<file path="config.mk">
export PLATFORM = sky130hd
export DESIGN_NAME = dma_xfer_seq
export DESIGN_NICKNAME = d
export VERILOG_FILES = /design/src/rtl/dma_seq_pkg.sv /design/src/rtl/dma_addr_step.sv /design/src/rtl/dma_beat_fmt.sv /design/src/rtl/dma_xfer_seq.sv
export SDC_FILE = /design/constraint.sdc
export NUM_CORES = 1
export LEC_CHECK = 0
export BUFFER_PORTS_ARGS = -buffer_cell sky130_fd_sc_hd__buf_2
export CORE_MARGIN = 10
export CORE_UTILIZATION = 41
export CTS_BUF_LIST = sky130_fd_sc_hd__clkbuf_2
export CTS_CLUSTER_DIAMETER = 40
export CTS_CLUSTER_SIZE = 28
export DETAILED_ROUTE_END_ITERATION = 12
export PLACE_DENSITY_LB_ADDON = 0.12
export SLEW_MARGIN = 10
export SYNTH_ARGS = -nofsm -noshare
export SYNTH_HDL_FRONTEND = slang
export SYNTH_HIERARCHICAL = 1
export SYNTH_SLANG_ARGS = --single-unit
</file>
<file path="constraint.sdc">
create_clock -name clk -period 4.5 [get_ports clk]
set_input_delay 0.9 -clock clk [delete_from_list [all_inputs] [get_ports clk]]
set_output_delay 0.9 -clock clk [all_outputs]
set_load 0.03 [all_outputs]
</file>
<file path="src/rtl/dma_seq_pkg.sv">
package dma_seq_pkg;

    localparam int BUS_W = 32;
    localparam int LANES = BUS_W / 8;

    localparam logic [1:0] SZ_BYTE = 2'b00;
    localparam logic [1:0] SZ_HALF = 2'b01;
    localparam logic [1:0] SZ_WORD = 2'b10;

    typedef enum logic [2:0] {
        ST_IDLE,
        ST_REQ,
        ST_RD,
        ST_WR,
        ST_REL
    } seq_st_e;

    function automatic logic size_legal(input logic [1:0] sz);
        return sz != 2'b11;
    endfunction

    function automatic logic addr_aligned(input logic [1:0] lo, input logic [1:0] sz);
        case (sz)
            SZ_BYTE: return 1'b1;
            SZ_HALF: return lo[0] == 1'b0;
            SZ_WORD: return lo == 2'b00;
            default: return 1'b0;
        endcase
    endfunction

    function automatic logic [BUS_W-1:0] item_mask(input logic [1:0] sz);
        case (sz)
            SZ_BYTE: return BUS_W'(32'h0000_00FF);
            SZ_HALF: return BUS_W'(32'h0000_FFFF);
            default: return {BUS_W{1'b1}};
        endcase
    endfunction

    function automatic logic [LANES-1:0] lane_mask(input logic [1:0] sz);
        case (sz)
            SZ_BYTE: return LANES'(4'b0001);
            SZ_HALF: return LANES'(4'b0011);
            default: return {LANES{1'b1}};
        endcase
    endfunction

endpackage

</file>
<file path="src/rtl/dma_addr_step.sv">
module dma_addr_step #(
    parameter int AW = 32
) (
    input  logic [AW-1:0] cur_addr,
    input  logic [1:0]    size,
    input  logic          inc_en,
    output logic [AW-1:0] next_addr
);
    import dma_seq_pkg::*;

    logic [AW-1:0] step;

    always_comb begin
        case (size)
            SZ_BYTE: step = AW'(1);
            SZ_HALF: step = AW'(2);
            default: step = AW'(4);
        endcase
        next_addr = inc_en ? cur_addr + step : cur_addr;
    end
endmodule

</file>
<file path="src/rtl/dma_beat_fmt.sv">
module dma_beat_fmt
    import dma_seq_pkg::*;
(
    input  logic [BUS_W-1:0] bus_rdata,
    input  logic [1:0]       rd_off,
    input  logic [1:0]       rd_sz,
    input  logic [BUS_W-1:0] held_item,
    input  logic [1:0]       wr_off,
    input  logic [1:0]       wr_sz,
    output logic [BUS_W-1:0] rd_item,
    output logic [BUS_W-1:0] wr_lanes,
    output logic [LANES-1:0] wr_en
);
    logic [BUS_W-1:0] shifted;
    logic [BUS_W-1:0] fitted;

    always_comb begin
        shifted  = bus_rdata >> {rd_off, 3'b000};
        rd_item  = shifted & item_mask(rd_sz);
        fitted   = held_item & item_mask(wr_sz);
        wr_lanes = fitted << {wr_off, 3'b000};
        wr_en    = lane_mask(wr_sz) << wr_off;
    end
endmodule

</file>
<file path="src/rtl/dma_xfer_seq.sv">
module dma_xfer_seq
    import dma_seq_pkg::*;
#(
    parameter int AW = 32,
    parameter int CW = 16
) (
    input  logic          clk,
    input  logic          rst_n,
    input  logic          start,
    input  logic [AW-1:0] cfg_per_addr,
    input  logic [AW-1:0] cfg_mem_addr,
    input  logic [CW-1:0] cfg_count,
    input  logic [1:0]    cfg_per_size,
    input  logic [1:0]    cfg_mem_size,
    input  logic          cfg_mem_to_per,
    input  logic          cfg_per_inc,
    input  logic          cfg_mem_inc,
    input  logic          cfg_m2m,
    input  logic          periph_req,
    output logic          arb_req,
    input  logic          arb_gnt,
    output logic          rd_valid,
    input  logic          rd_ready,
    output logic [AW-1:0] rd_addr,
    output logic [1:0]    rd_size,
    input  logic [31:0]   rd_rdata,
    output logic          wr_valid,
    input  logic          wr_ready,
    output logic [AW-1:0] wr_addr,
    output logic [1:0]    wr_size,
    output logic [3:0]    wr_strb,
    output logic [31:0]   wr_data,
    output logic [CW-1:0] remaining,
    output logic          busy,
    output logic          done,
    output logic          cfg_err
);
    localparam int SIDES = 2;
    localparam int SIDE_PER = 0;
    localparam int SIDE_MEM = 1;

    typedef struct packed {
        seq_st_e          st;
        logic [AW-1:0]    per_addr;
        logic [AW-1:0]    mem_addr;
        logic [CW-1:0]    left;
        logic [1:0]       per_sz;
        logic [1:0]       mem_sz;
        logic             m2p;
        logic             per_inc;
        logic             mem_inc;
        logic             m2m;
        logic [BUS_W-1:0] item;
        logic             done;
        logic             err;
    } seq_t;

    seq_t q, d;

    logic [AW-1:0] side_addr [SIDES];
    logic [1:0]    side_sz   [SIDES];
    logic          side_inc  [SIDES];
    logic [AW-1:0] side_next [SIDES];

    always_comb begin
        side_addr[SIDE_PER] = q.per_addr;
        side_sz[SIDE_PER]   = q.per_sz;
        side_inc[SIDE_PER]  = q.per_inc;
        side_addr[SIDE_MEM] = q.mem_addr;
        side_sz[SIDE_MEM]   = q.mem_sz;
        side_inc[SIDE_MEM]  = q.mem_inc;
    end

    for (genvar s = 0; s < SIDES; s++) begin : g_side
        dma_addr_step #(.AW(AW)) u_step (
            .cur_addr  (side_addr[s]),
            .size      (side_sz[s]),
            .inc_en    (side_inc[s]),
            .next_addr (side_next[s])
        );
    end

    logic [AW-1:0] src_addr, dst_addr;
    logic [1:0]    src_sz, dst_sz;
    logic [BUS_W-1:0] rd_item;

    always_comb begin
        src_addr = q.m2p ? q.mem_addr : q.per_addr;
        dst_addr = q.m2p ? q.per_addr : q.mem_addr;
        src_sz   = q.m2p ? q.mem_sz   : q.per_sz;
        dst_sz   = q.m2p ? q.per_sz   : q.mem_sz;
    end

    dma_beat_fmt u_fmt (
        .bus_rdata (rd_rdata),
        .rd_off    (src_addr[1:0]),
        .rd_sz     (src_sz),
        .held_item (q.item),
        .wr_off    (dst_addr[1:0]),
        .wr_sz     (dst_sz),
        .rd_item   (rd_item),
        .wr_lanes  (wr_data),
        .wr_en     (wr_strb)
    );

    logic cfg_ok;
    logic trig;

    always_comb begin
        cfg_ok = size_legal(cfg_per_size) && size_legal(cfg_mem_size)
              && addr_aligned(cfg_per_addr[1:0], cfg_per_size)
              && addr_aligned(cfg_mem_addr[1:0], cfg_mem_size);
        trig   = q.m2m || periph_req;
    end

    always_comb begin
        arb_req  = (q.st == ST_REQ && trig) || q.st == ST_RD || q.st == ST_WR;
        rd_valid = q.st == ST_RD;
        wr_valid = q.st == ST_WR;
        rd_addr  = src_addr;
        rd_size  = src_sz;
        wr_addr  = dst_addr;
        wr_size  = dst_sz;
        remaining = q.left;
        busy     = q.st != ST_IDLE;
        done     = q.done;
        cfg_err  = q.err;
    end

    always_comb begin
        d = q;
        d.done = 1'b0;
        case (q.st)
            ST_IDLE: begin
                if (start) begin
                    d.err = 1'b0;
                    if (cfg_count != '0) begin
                        if (!cfg_ok) begin
                            d.err = 1'b1;
                        end else begin
                            d.st       = ST_REQ;
                            d.per_addr = cfg_per_addr;
                            d.mem_addr = cfg_mem_addr;
                            d.left     = cfg_count;
                            d.per_sz   = cfg_per_size;
                            d.mem_sz   = cfg_mem_size;
                            d.m2p      = cfg_mem_to_per;
                            d.per_inc  = cfg_per_inc;
                            d.mem_inc  = cfg_mem_inc;
                            d.m2m      = cfg_m2m;
                        end
                    end
                end
            end
            ST_REQ: begin
                if (arb_req && arb_gnt) d.st = ST_RD;
            end
            ST_RD: begin
                if (rd_ready) begin
                    d.item = rd_item;
                    d.st   = ST_WR;
                end
            end
            ST_WR: begin
                if (wr_ready) begin
                    d.left     = q.left - CW'(1);
                    d.per_addr = side_next[SIDE_PER];
                    d.mem_addr = side_next[SIDE_MEM];
                    if (q.left == CW'(1)) begin
                        d.st   = ST_IDLE;
                        d.done = 1'b1;
                    end else begin
                        d.st = ST_REL;
                    end
                end
            end
            ST_REL: d.st = ST_REQ;
            default: d.st = ST_IDLE;
        endcase
    end

    always_ff @(posedge clk or negedge rst_n) begin
        if (!rst_n) begin
            q <= '0;
        end else begin
            q <= d;
        end
    end

    // write follows a read handshake directly
    a_r2_rd_then_wr: assert property (@(posedge clk) disable iff (!rst_n)
        $rose(wr_valid) |-> $past(rd_valid && rd_ready));
    // a waiting read holds its request
    a_r2_rd_hold: assert property (@(posedge clk) disable iff (!rst_n)
        (rd_valid && !rd_ready) |=> (rd_valid && $stable(rd_addr)));
    // a waiting write holds its request
    a_r2_wr_hold: assert property (@(posedge clk) disable iff (!rst_n)
        (wr_valid && !wr_ready) |=> (wr_valid && $stable(wr_addr) && $stable(wr_data)));
    // one decrement per completed item
    a_r3_count_dec: assert property (@(posedge clk) disable iff (!rst_n)
        (wr_valid && wr_ready) |=> (remaining == $past(remaining) - CW'(1)));
    // strobes cover 1, 2 or 4 lanes
    a_r5_strb_width: assert property (@(posedge clk) disable iff (!rst_n)
        wr_valid |-> ($countones(wr_strb) == 1 || $countones(wr_strb) == 2
                      || $countones(wr_strb) == 4));
    // reads only after a grant
    a_r9_rd_after_gnt: assert property (@(posedge clk) disable iff (!rst_n)
        $rose(rd_valid) |-> $past(arb_req && arb_gnt));
    // bus released after each write
    a_r9_release: assert property (@(posedge clk) disable iff (!rst_n)
        (wr_valid && wr_ready) |=> !arb_req);
    // done is a single-cycle pulse
    a_r10_done_pulse: assert property (@(posedge clk) disable iff (!rst_n)
        done |=> !done);
    // done coincides with an empty count
    a_r10_done_zero: assert property (@(posedge clk) disable iff (!rst_n)
        done |-> (remaining == '0 && !busy));
endmodule

</file>
==> flow_summary.ini <==
[synthesis]
yosysWarningCount = 6
synth_xor_area_frac = 0.05601
syn-num-nets = 1177
async_flop_share = 1.000
synth-edff-count = 0
synth_top_area_share = 0.3279
synth_area_per_cell_um2 = 9.172
muxShareOfSynthArea = 0.1502
synth_top_family_by_area = simple AND/OR/NAND/NOR gates
yosysSeqAreaShare = 0.3279
synth_flop_cell = dfrtp_1
synthTopCellsByCount = 125 x dfrtp_1, 105 x mux2_2, 84 x a22oi_1
synth_area_leader_cell = dfrtp_1
yosysMostFrequentCell = dfrtp_1
yosys.area_share.simple = 0.2007
synth_cells = 1040
ys_top_cells_by_area = dfrtp_1 33%, mux2_2 12%, a22oi_1 6.6%, xnor2_1 4.4%, a21oi_1 4.1%
synth_fa_ha_area_frac = 0.01469
mappedNetlistArea_mm2 = 0.009539
ys_types = 75
ys_ff_latch = 125
synth_compound_area_frac = 0.1893

[global_route]
antenna_found_initial = 1
grt_pass1_vias = 9092
grt_max_degree = 70
use_met3 = 0.05620
busiest_layer = met2
grt_pass1_wl_um = 52760
use_met2 = 0.3328
grt_usage = 0.2139
gr-usage-met1 = 0.2944
grt_overflow = 0

[floorplanning]
die_w_um = 172.5
pin_count = 253
floorplan.initialDensity = 0.4188
die_area_mm2 = 0.02977
dieHeight_um = 172.5
coreArea_mm2 = 0.02278
num_rows = 55

[route]
wl_um = 33070
drt_iter0_markers = 696
wl_per_cell_um = 21.35
vias_per_cell = 5.850
via_count = 9061
firstDrtPassIters = 5
ant_nets = 0
drc = 0

[clock_tree]
cts_buffers = 17
cts_setup_buffers = 0
clk_root_buffer_cell = clkbuf_2
cts.sinks = 125
htreeDepth = 4
tritoncts = built
clock_path_buffers = 2
clk_pin_slew_ns = 0.22
ctsHoldBuffers = 0
clk_latency_ns = 0.71
cts_resized = 0

[power_and_ir_drop]
p_leak_nw = 4.743
ir_worst_vdd_uv = 641.9
cellPowerDensity_mw_per_mm2 = 894.2
power_w = 0.009858

[timing]
rsz0062_at_grt = no
fin_skew_ns = 0.05739
fin_crit_sh = 0.8804
slew_violations = 0
fmax_mhz = 252.4
hold_viol_final = 0
fin_setup_tns_ns = 0
worst_pin_slew_ns = 1.041
relSlewSlack = 0.2995
fin_crit_ns = 3.962
setup_violations = 0

[placed_design]
port_buffers = 252
placed_area_mm2 = 0.01076
dp_cells = 1516
dp_hpwl_um = 23190
gp_congestion = 0.8478

[setup_path]
worst-path-max-fanout = 42
slowest_delay_ns = 0.46
cp_cell_sequence = buf_4 -> mux2_2 -> or2_1 -> and3_4 -> o2bb2ai_1 -> buf_2
cpMaxStageDelayCell = buf_4
startpoint_type = register
required_ns = 3.60
path_class = reg2out
cp_data_arrival_time_ns = 3.06
endpoint_kind = primary output

[finish]
fillers = 2285
nets = 1359
stdcell_area_mm2 = 0.01102
drive_above_1_share = 0.3595
fin_cells = 1549
syn_to_final_growth_pct = 15.57

[min_path]
min_path_type = in2async

[flow_run]
drv_cap = 0

[run_status]
outcome = complete, no violations
[cell families after synthesis]
kind of cell,after synthesis
and+or+nand+nor,341
AOI/OAI and AO/OA,262
muxes,130
DFF,125
buffers and inverters,111
xor gates and xnor gates,61
adders and majority gates,10
[per-stage QoR]
stage / util / setup slack, ns / hold WS [ns]
2_1_floorplan: - / 1.142 / 0.4403
3_3_place_gp: 0.4726 / 1.326 / 0.4694
3_5_place_dp: 0.4726 / 1.249 / 0.4779
4_1_cts: 0.4839 / 0.4638 / 0.2466
5_1_grt: 0.4840 / 0.1974 / 0.2469
6_report: 0.4840 / 0.5383 / 0.2561
[sequential cells by signal, summed over array words and instances, names as in the netlist]
name	flops
cfg_err	1
done	1
q	107
remaining	16
[metal layers]
layer  vias up  wire length (um)
met3        18              2320
met2       352             15170
met5         -                 0
met4         0               288
met1      4450             15290
li1       4241                 -
[area by class of cell]
class	count	area [um^2]	area share
Multi-Input combinational cell	804	5839	0.5297
Inverter	10	37.54	0.003405
Antenna cell	1	2.502	0.0002270
Clock inverter	14	167.7	0.01521
Clock buffer	18	90.09	0.008172
Timing Repair Buffer	264	1366	0.1239
Sequential cell	125	3129	0.2839
Tap cell	313	391.6	0.03552
[worst paths after layout]
kind                                  endpoint  slack [ns]                 from  cells past startpoint
max                                wr_data[18]        0.54    q[37]$_DFFE_PN0P_                      6
min                          q[66]$_DFFE_PN0P_        0.26                rst_n                      1
max reg2reg                  q[84]$_DFFE_PN0P_        1.55    q[39]$_DFFE_PN0P_                      9
min reg2reg                cfg_err$_DFFE_PN0P_        0.51  cfg_err$_DFFE_PN0P_                      2
max in group asynchronous    q[86]$_DFFE_PN0P_        3.35                rst_n                      2
min in group clk             q[36]$_DFFE_PN0P_        0.43          cfg_per_inc                      3
[cell usage in the layout, fill, tap and decap left out, types with 17 or more instances in the layout]
cell type / Yosys / layout
a21oi_1: 78 / 78
a22oi_1: 84 / 84
and2_1: 19 / 19
buf_2: 26 / 251
clkbuf_2: 0 / 18
dfrtp_1: 125 / 124
mux2_2: 105 / 105
mux2i_1: 25 / 25
nand2_1: 56 / 56
nand3_1: 28 / 28
nand4_1: 22 / 22
nor2_1: 55 / 54
nor2b_1: 21 / 21
nor3_1: 74 / 73
o22ai_1: 17 / 17
xnor2_1: 48 / 48
[worst max-delay path, delay by kind of cell (launching register included)]
| family | cells | cell delay [ns] |
|---|---|---|
| mux | 1 | 0.44 |
| buf+inv | 2 | 0.67 |
| flops | 1 | 0.44 |
| compound gates | 1 | 0.14 |
| simple gates | 2 | 0.71 |
[power breakdown]
group,leakage (nW),switching (W),total (W),internal (W)
registers,1.54,0.000902,0.00254,0.00164
logic,3.06,0.00412,0.00653,0.00240
clock network,0.143,0.000481,0.000793,0.000312
total,4.74,0.00551,0.00986,0.00435
(Power assumes the default switching activity.)
